==> config.mk <==
export PLATFORM = sky130hd
export DESIGN_NAME = pwm_chan_core
export DESIGN_NICKNAME = d
export VERILOG_FILES = /design/src/rtl/pwm_chan_pkg.sv /design/src/rtl/pwm_shadow_regs.sv /design/src/rtl/pwm_counter.sv /design/src/rtl/pwm_wave.sv /design/src/rtl/pwm_chan_core.sv
export SDC_FILE = /design/constraint.sdc
export NUM_CORES = 1
export LEC_CHECK = 0
export CAP_MARGIN = 0
export CORE_ASPECT_RATIO = 1.75
export CORE_MARGIN = 3
export CORE_UTILIZATION = 30
export CTS_CLUSTER_DIAMETER = 150
export DETAILED_ROUTE_END_ITERATION = 7
export PLACE_DENSITY_LB_ADDON = 0.1
export SYNTH_ARGS = -nofsm -noshare
export SYNTH_HDL_FRONTEND = slang
export SYNTH_HIERARCHICAL = 1
export SYNTH_SLANG_ARGS = --single-unit
==> constraint.sdc <==
create_clock -name clk -period 4 [get_ports clk]
set_input_delay 0.8 -clock clk [delete_from_list [all_inputs] [get_ports clk]]
set_output_delay 0.8 -clock clk [all_outputs]
set_load 0.05 [all_outputs]
==> src/rtl/pwm_chan_pkg.sv <==
package pwm_chan_pkg;
  typedef enum logic {
    DIR_UP   = 1'b0,
    DIR_DOWN = 1'b1
  } cnt_dir_e;
endpackage

==> src/rtl/pwm_shadow_regs.sv <==
module pwm_shadow_regs #(
  parameter int CNT_W = 8
) (
  input  logic             clk,
  input  logic             rst_n,
  input  logic             en_i,
  input  logic             load_i,
  input  logic             per_wr_i,
  input  logic [CNT_W-1:0] per_wdata_i,
  input  logic             duty_wr_i,
  input  logic [CNT_W-1:0] duty_wdata_i,
  output logic [CNT_W-1:0] per_act_o,
  output logic [CNT_W-1:0] duty_act_o
);
  logic [CNT_W-1:0] per_hold_q;
  logic [CNT_W-1:0] duty_hold_q;
  logic             take_hold;

  assign take_hold = !en_i || load_i;

  always_ff @(posedge clk) begin
    if (!rst_n) begin
      per_hold_q  <= '0;
      duty_hold_q <= '0;
    end else begin
      if (per_wr_i)  per_hold_q  <= per_wdata_i;
      if (duty_wr_i) duty_hold_q <= duty_wdata_i;
    end
  end

  always_ff @(posedge clk) begin
    if (!rst_n) begin
      per_act_o  <= '0;
      duty_act_o <= '0;
    end else if (take_hold) begin
      per_act_o  <= per_hold_q;
      duty_act_o <= duty_hold_q;
    end
  end

  assert_act_held_R6: assert property (@(posedge clk) disable iff (!rst_n)
    (en_i && !load_i) |=> ($stable(per_act_o) && $stable(duty_act_o)));

  assert_idle_loads_R7: assert property (@(posedge clk) disable iff (!rst_n)
    (!en_i) |=> (per_act_o == $past(per_hold_q) && duty_act_o == $past(duty_hold_q)));
endmodule

==> src/rtl/pwm_counter.sv <==
module pwm_counter
  import pwm_chan_pkg::*;
#(
  parameter int CNT_W = 8
) (
  input  logic             clk,
  input  logic             rst_n,
  input  logic             en_i,
  input  logic             tick_i,
  input  logic             center_i,
  input  logic             cnt_wr_i,
  input  logic [CNT_W-1:0] per_act_i,
  output logic [CNT_W-1:0] cnt_o,
  output logic             period_end_o
);
  cnt_dir_e         dir_q;
  logic [CNT_W-1:0] cnt_q;
  logic             at_top;
  logic             at_floor;
  logic             step;

  function automatic logic [CNT_W-1:0] top_count(input logic [CNT_W-1:0] per);
    return (per == '0) ? '0 : per - 1'b1;
  endfunction

  assign at_top   = cnt_q >= top_count(per_act_i);
  assign at_floor = cnt_q == '0;
  assign step     = en_i && !cnt_wr_i && tick_i;

  assign period_end_o = step &&
    (center_i ? (dir_q == DIR_DOWN && at_floor) : at_top);

  always_ff @(posedge clk) begin
    if (!rst_n) begin
      cnt_q <= '0;
      dir_q <= DIR_UP;
    end else if (!en_i || cnt_wr_i) begin
      cnt_q <= '0;
      dir_q <= DIR_UP;
    end else if (tick_i) begin
      if (!center_i) begin
        cnt_q <= at_top ? '0 : cnt_q + 1'b1;
      end else if (dir_q == DIR_UP) begin
        if (at_top) dir_q <= DIR_DOWN;
        else        cnt_q <= cnt_q + 1'b1;
      end else begin
        if (at_floor) dir_q <= DIR_UP;
        else          cnt_q <= cnt_q - 1'b1;
      end
    end
  end

  assign cnt_o = cnt_q;

  assert_cnt_below_per_R2: assert property (@(posedge clk) disable iff (!rst_n)
    (en_i && per_act_i != '0) |-> (cnt_q < per_act_i));

  assert_edge_wrap_R2: assert property (@(posedge clk) disable iff (!rst_n)
    (step && !center_i && at_top) |=> (cnt_q == '0));

  assert_center_fall_R3: assert property (@(posedge clk) disable iff (!rst_n)
    (step && center_i && dir_q == DIR_DOWN && !at_floor) |=> (cnt_q == $past(cnt_q) - 1'b1));

  assert_idle_zero_R7: assert property (@(posedge clk) disable iff (!rst_n)
    (!en_i) |=> (cnt_q == '0 && dir_q == DIR_UP));

  assert_cnt_wr_clear_R8: assert property (@(posedge clk) disable iff (!rst_n)
    cnt_wr_i |=> (cnt_q == '0 && dir_q == DIR_UP));

  assert_hold_no_tick_R9: assert property (@(posedge clk) disable iff (!rst_n)
    (en_i && !tick_i && !cnt_wr_i) |=> ($stable(cnt_q) && $stable(dir_q)));
endmodule

==> src/rtl/pwm_wave.sv <==
module pwm_wave #(
  parameter int CNT_W = 8
) (
  input  logic             en_i,
  input  logic             pol_i,
  input  logic [CNT_W-1:0] cnt_i,
  input  logic [CNT_W-1:0] duty_act_i,
  output logic             active_o,
  output logic             pwm_o
);
  function automatic logic in_active(input logic [CNT_W-1:0] c,
                                     input logic [CNT_W-1:0] d);
    return c < d;
  endfunction

  assign active_o = en_i && in_active(cnt_i, duty_act_i);
  assign pwm_o    = active_o ? pol_i : !pol_i;
endmodule

==> src/rtl/pwm_chan_core.sv <==
module pwm_chan_core #(
  parameter int CNT_W = 8
) (
  input  logic             clk,
  input  logic             rst_n,
  input  logic             tick_i,
  input  logic             en_i,
  input  logic             pol_i,
  input  logic             center_i,
  input  logic             per_wr_i,
  input  logic [CNT_W-1:0] per_wdata_i,
  input  logic             duty_wr_i,
  input  logic [CNT_W-1:0] duty_wdata_i,
  input  logic             cnt_wr_i,
  output logic [CNT_W-1:0] cnt_o,
  output logic             pwm_o
);
  logic [CNT_W-1:0] per_act;
  logic [CNT_W-1:0] duty_act;
  logic             period_end;
  logic             load_evt;
  logic             active;

  assign load_evt = period_end || cnt_wr_i;

  pwm_shadow_regs #(.CNT_W(CNT_W)) u_shadow (
    .clk          (clk),
    .rst_n        (rst_n),
    .en_i         (en_i),
    .load_i       (load_evt),
    .per_wr_i     (per_wr_i),
    .per_wdata_i  (per_wdata_i),
    .duty_wr_i    (duty_wr_i),
    .duty_wdata_i (duty_wdata_i),
    .per_act_o    (per_act),
    .duty_act_o   (duty_act)
  );

  pwm_counter #(.CNT_W(CNT_W)) u_counter (
    .clk          (clk),
    .rst_n        (rst_n),
    .en_i         (en_i),
    .tick_i       (tick_i),
    .center_i     (center_i),
    .cnt_wr_i     (cnt_wr_i),
    .per_act_i    (per_act),
    .cnt_o        (cnt_o),
    .period_end_o (period_end)
  );

  pwm_wave #(.CNT_W(CNT_W)) u_wave (
    .en_i       (en_i),
    .pol_i      (pol_i),
    .cnt_i      (cnt_o),
    .duty_act_i (duty_act),
    .active_o   (active),
    .pwm_o      (pwm_o)
  );

  assert_full_duty_R5: assert property (@(posedge clk) disable iff (!rst_n)
    (en_i && per_act != '0 && duty_act >= per_act) |-> (pwm_o == pol_i));

  assert_zero_duty_R5: assert property (@(posedge clk) disable iff (!rst_n)
    (duty_act == '0) |-> (pwm_o == !pol_i));

  assert_idle_level_R7: assert property (@(posedge clk) disable iff (!rst_n)
    (!en_i) |-> (!active && pwm_o == !pol_i));
endmodule

==> results.json <==
{
  "holdPathEnd": "u_shadow/per_act_o[6]$_SDFFE_PN0P_",
  "fp-row-count": 45,
  "crit_path_start_kind": "register",
  "clockRootBuffer": "clkbuf_16",
  "grt_use_met3_pct": 2.736,
  "power.switching_w": 0.0003103,
  "drtIter0Drc": 98,
  "via_per_inst": 5.024,
  "p_leak_nw": 1.286,
  "die_area_um2": 10340,
  "max_freq_ghz": 0.2903,
  "rrSetupSlack_ns": 0.57,
  "yosysMostFrequentCell": "nand2_1",
  "end_kind": "output pin",
  "drv_slew": 0,
  "rsz0062_at_grt": "false",
  "met1_usage_pct": 16.15,
  "crit_chain": "ha_1 -> and4_1 -> o21ai_1 -> o2111a_2 -> xnor2_1 -> clkdlybuf4s50_1",
  "final_antenna_net_count": 0,
  "io_pins": 34,
  "clkPwrFrac_pct": 38.1,
  "clkTransAtPathRegs_ns": 0.06,
  "drcViolationCount": 0,
  "min_path_cells": 2,
  "synthCells": 316,
  "ys_seq_area_share_pct": 30.01,
  "cpMaxStageDelayCell": "clkdlybuf4s50_1",
  "swShare_pct": 29.00,
  "maxCapViolCount": 0,
  "antenna_found_initial": 0,
  "synth_fp_nets": 360,
  "hold_buffers": 0,
  "dp.cells": 457,
  "tns_ns": 0,
  "crit_buf_inv": 1,
  "hp-start": "u_shadow/per_hold_q[6]$_SDFFE_PN0P_",
  "wl_um": 6906,
  "grt_pass1_wl_um": 11760,
  "start_util_pct": 31.14,
  "slowest_delay_ns": 0.82,
  "core_um2": 8783,
  "setup_viol": 0,
  "met2_usage_pct": 25.86,
  "grt_max_degree": 49,
  "hold_class": "reg2reg",
  "pwr-share-comb_pct": 20.8,
  "finalCritPeriodShare_pct": 86.11,
  "top_usage_layer": "met2",
  "dr.pass1.iters": 4,
  "ys_ff_latch": 41,
  "seq_power_share_pct": 41.1,
  "path_class": "reg2out",
  "arrival_ns": 2.64,
  "grt_use_total_pct": 14.35,
  "io_buffers": 33,
  "hold_viol": 0,
  "powerDensity_nw_per_um2": 325.4,
  "cts_buffer_depth": 2,
  "worst_pin_slew_ns": 0.7820,
  "syn_area_um2": 2735,
  "ff2ff_path_depth": 14,
  "r2r-start": "u_shadow/per_act_o[3]$_SDFFE_PN0P_",
  "async_flop_share_pct": 0,
  "cts_setup_buffers": 0,
  "syn_to_final_growth_pct": 20.27,
  "grt_pass1_vias": 2388,
  "dp.final_hpwl_um": 5112,
  "fin_crit_ns": 3.444,
  "ir_worst_vdd_v": 0.0001875,
  "routedWlPerCell_um": 14.85,
  "cts_made_buffers": 5,
  "drive_gt1_share_pct": 8.908,
  "ys.flop_type": "dfxtp_1",
  "max_slew_margin_pct": 46.52,
  "gp_congestion": 0.7814,
  "crit_path_max_fanout": 10,
  "cp_top_family": "buffers and inverters",
  "synth_edf_count": 0,
  "fp.dieH_um": 132.3,
  "yosysWarnings": 6,
  "ctsHtreeMaxLevel": 2,
  "final_nets": 391,
  "diodes": 0,
  "skew_ns": 0.004906,
  "syn_avg_cell_area_um2": 8.655,
  "clkLatencyLatePin_ns": 0.29,
  "synth_common_cells": "nand2_1 (47), dfxtp_1 (41), mux2i_1 (34), inv_1 (21), ha_1 (19)",
  "timing.rr.end": "u_shadow/duty_act_o[0]$_SDFFE_PN0P_",
  "postLayoutSetupSlackWorst_ns": 0.5557,
  "synth_top_area_cell": "dfxtp_1",
  "ys_types": 58,
  "fp.dieW_um": 78.18,
  "overflow": 0,
  "pre_cts_ws_ns": 0.5941,
  "vias": 2336,
  "fin_cells": 465,
  "outcome": "finished clean",
  "p_int_w": 0.0007600,
  "synth_top_area_share_pct": 30.01,
  "cts_resized": 0,
  "worstPathRequired_ns": 3.20,
  "cts_tree": "built",
  "clkSinkCount": 41,
  "synthTopCellsByArea": "dfxtp_1 (30%), mux2i_1 (12%), ha_1 (8.7%), nand2_1 (6.5%), nor2b_1 (3.9%)"
}
-- cell usage in the layout, fill, tap and decap left out, types with 4 or more instances in the layout --
cell and count:
o21ai_0 12, nand2_1 47, dfxtp_1 41, clkdlybuf4s50_1 33
nand3_1 10, nor3_1 6, mux2i_1 34, nor2b_1 17
clkbuf_16 5, ha_1 19, inv_1 21, nor2_1 10
a21oi_1 11, buf_4 9, nand4_1 7, o2111ai_1 4
-- cell families (layout without fill, tap and decap cells) --
| kind of cell | after synthesis | after routing | synth area share (%) |
|---|---|---|---|
| muxes | 34 | 34 | 12.44 |
| buffers and inverters | 39 | 71 | 7.777 |
| and+or+nand+nor | 121 | 121 | 23.19 |
| AOI/OAI and AO/OA | 58 | 58 | 16.61 |
| adders and majority gates | 19 | 19 | 8.692 |
| xor gates and xnor gates | 4 | 4 | 1.281 |
| DFF | 41 | 41 | 30.01 |
-- worst min-delay path, delay by kind of cell (launching register included) --
family / cells / cell delay, ns
multiplexers: 1 / 0.05
flip-flops: 1 / 0.31
AND/OR/NAND/NOR: 1 / 0.05
-- worst max-delay path by stage --
| stage | start | endpoint | slack [ns] | cells after the start |
|---|---|---|---|---|
| 2_1_floorplan | u_counter/cnt_o[0]$_SDFFE_PP0P_ | u_shadow/duty_act_o[4]$_SDFFE_PN0P_ | 0.71 | 13 |
| 3_3_place_gp | u_shadow/per_act_o[3]$_SDFFE_PN0P_ | u_shadow/per_act_o[3]$_SDFFE_PN0P_ | 0.67 | 14 |
| 3_5_place_dp | u_shadow/per_act_o[3]$_SDFFE_PN0P_ | u_shadow/duty_act_o[0]$_SDFFE_PN0P_ | 0.59 | 14 |
| 4_1_cts | u_counter/cnt_o[4]$_SDFFE_PP0P_ | pwm_o | 0.51 | 6 |
| 5_1_grt | u_shadow/per_act_o[3]$_SDFFE_PN0P_ | u_shadow/per_act_o[7]$_SDFFE_PN0P_ | 0.16 | 14 |
| 6_report | u_counter/cnt_o[4]$_SDFFE_PP0P_ | pwm_o | 0.56 | 6 |
-- metal layers --
metal / routed length, um / up-vias
met5: 0 / -
met4: 150 / 0
met3: 214 / 8
met2: 3784 / 44
met1: 2756 / 1100
li1: - / 1184
-- power groups by stage --
stage | logic, W | clock network (W) | registers (W)
6_report | 0.000223 | 0.000408 | 0.000440
5_1_grt | 0.000250 | 0.000439 | 0.000442
4_1_cts | 0.000225 | 0.000427 | 0.000440
3_5_place_dp | 0.000222 | 0 | 0.000449
3_3_place_gp | 0.000221 | 0 | 0.000449
2_1_floorplan | 0.000158 | 0 | 0.000450
-- metrics by stage --
stage | util, % | hold slack (ns) | area [um2] | power (W)
after detailed placement | 35.81 | 0.4471 | 3146 | 0.0006716
after CTS | 37.45 | 0.4569 | 3289 | 0.001093
after floorplan | - | 0.4341 | 2735 | 0.0006082
after global placement | 35.81 | 0.4434 | 3146 | 0.0006701
final | 37.45 | 0.4561 | 3289 | 0.001070
after global routing | 37.45 | 0.4794 | 3289 | 0.001131
-- state kept, by name, summed over array words and instances, names as in the netlist --
name and flops:
u_shadow/duty_act_o 8, u_shadow/duty_hold_q 8, u_shadow/per_act_o 8, u_shadow/per_hold_q 8, u_counter/dir_q 1, u_counter/cnt_o 8
-- cell type report --
type                    count  area, um2
flip-flops and latches     41      820.8
clock buffers               6      128.9
multi-input cells         236       1702
well taps                 117      146.4
clock inverters             2      15.01
inverters                  21      78.83
fillers                   948       5494
repair buffers             42      397.9
Power figures use the tool's default switching activity.
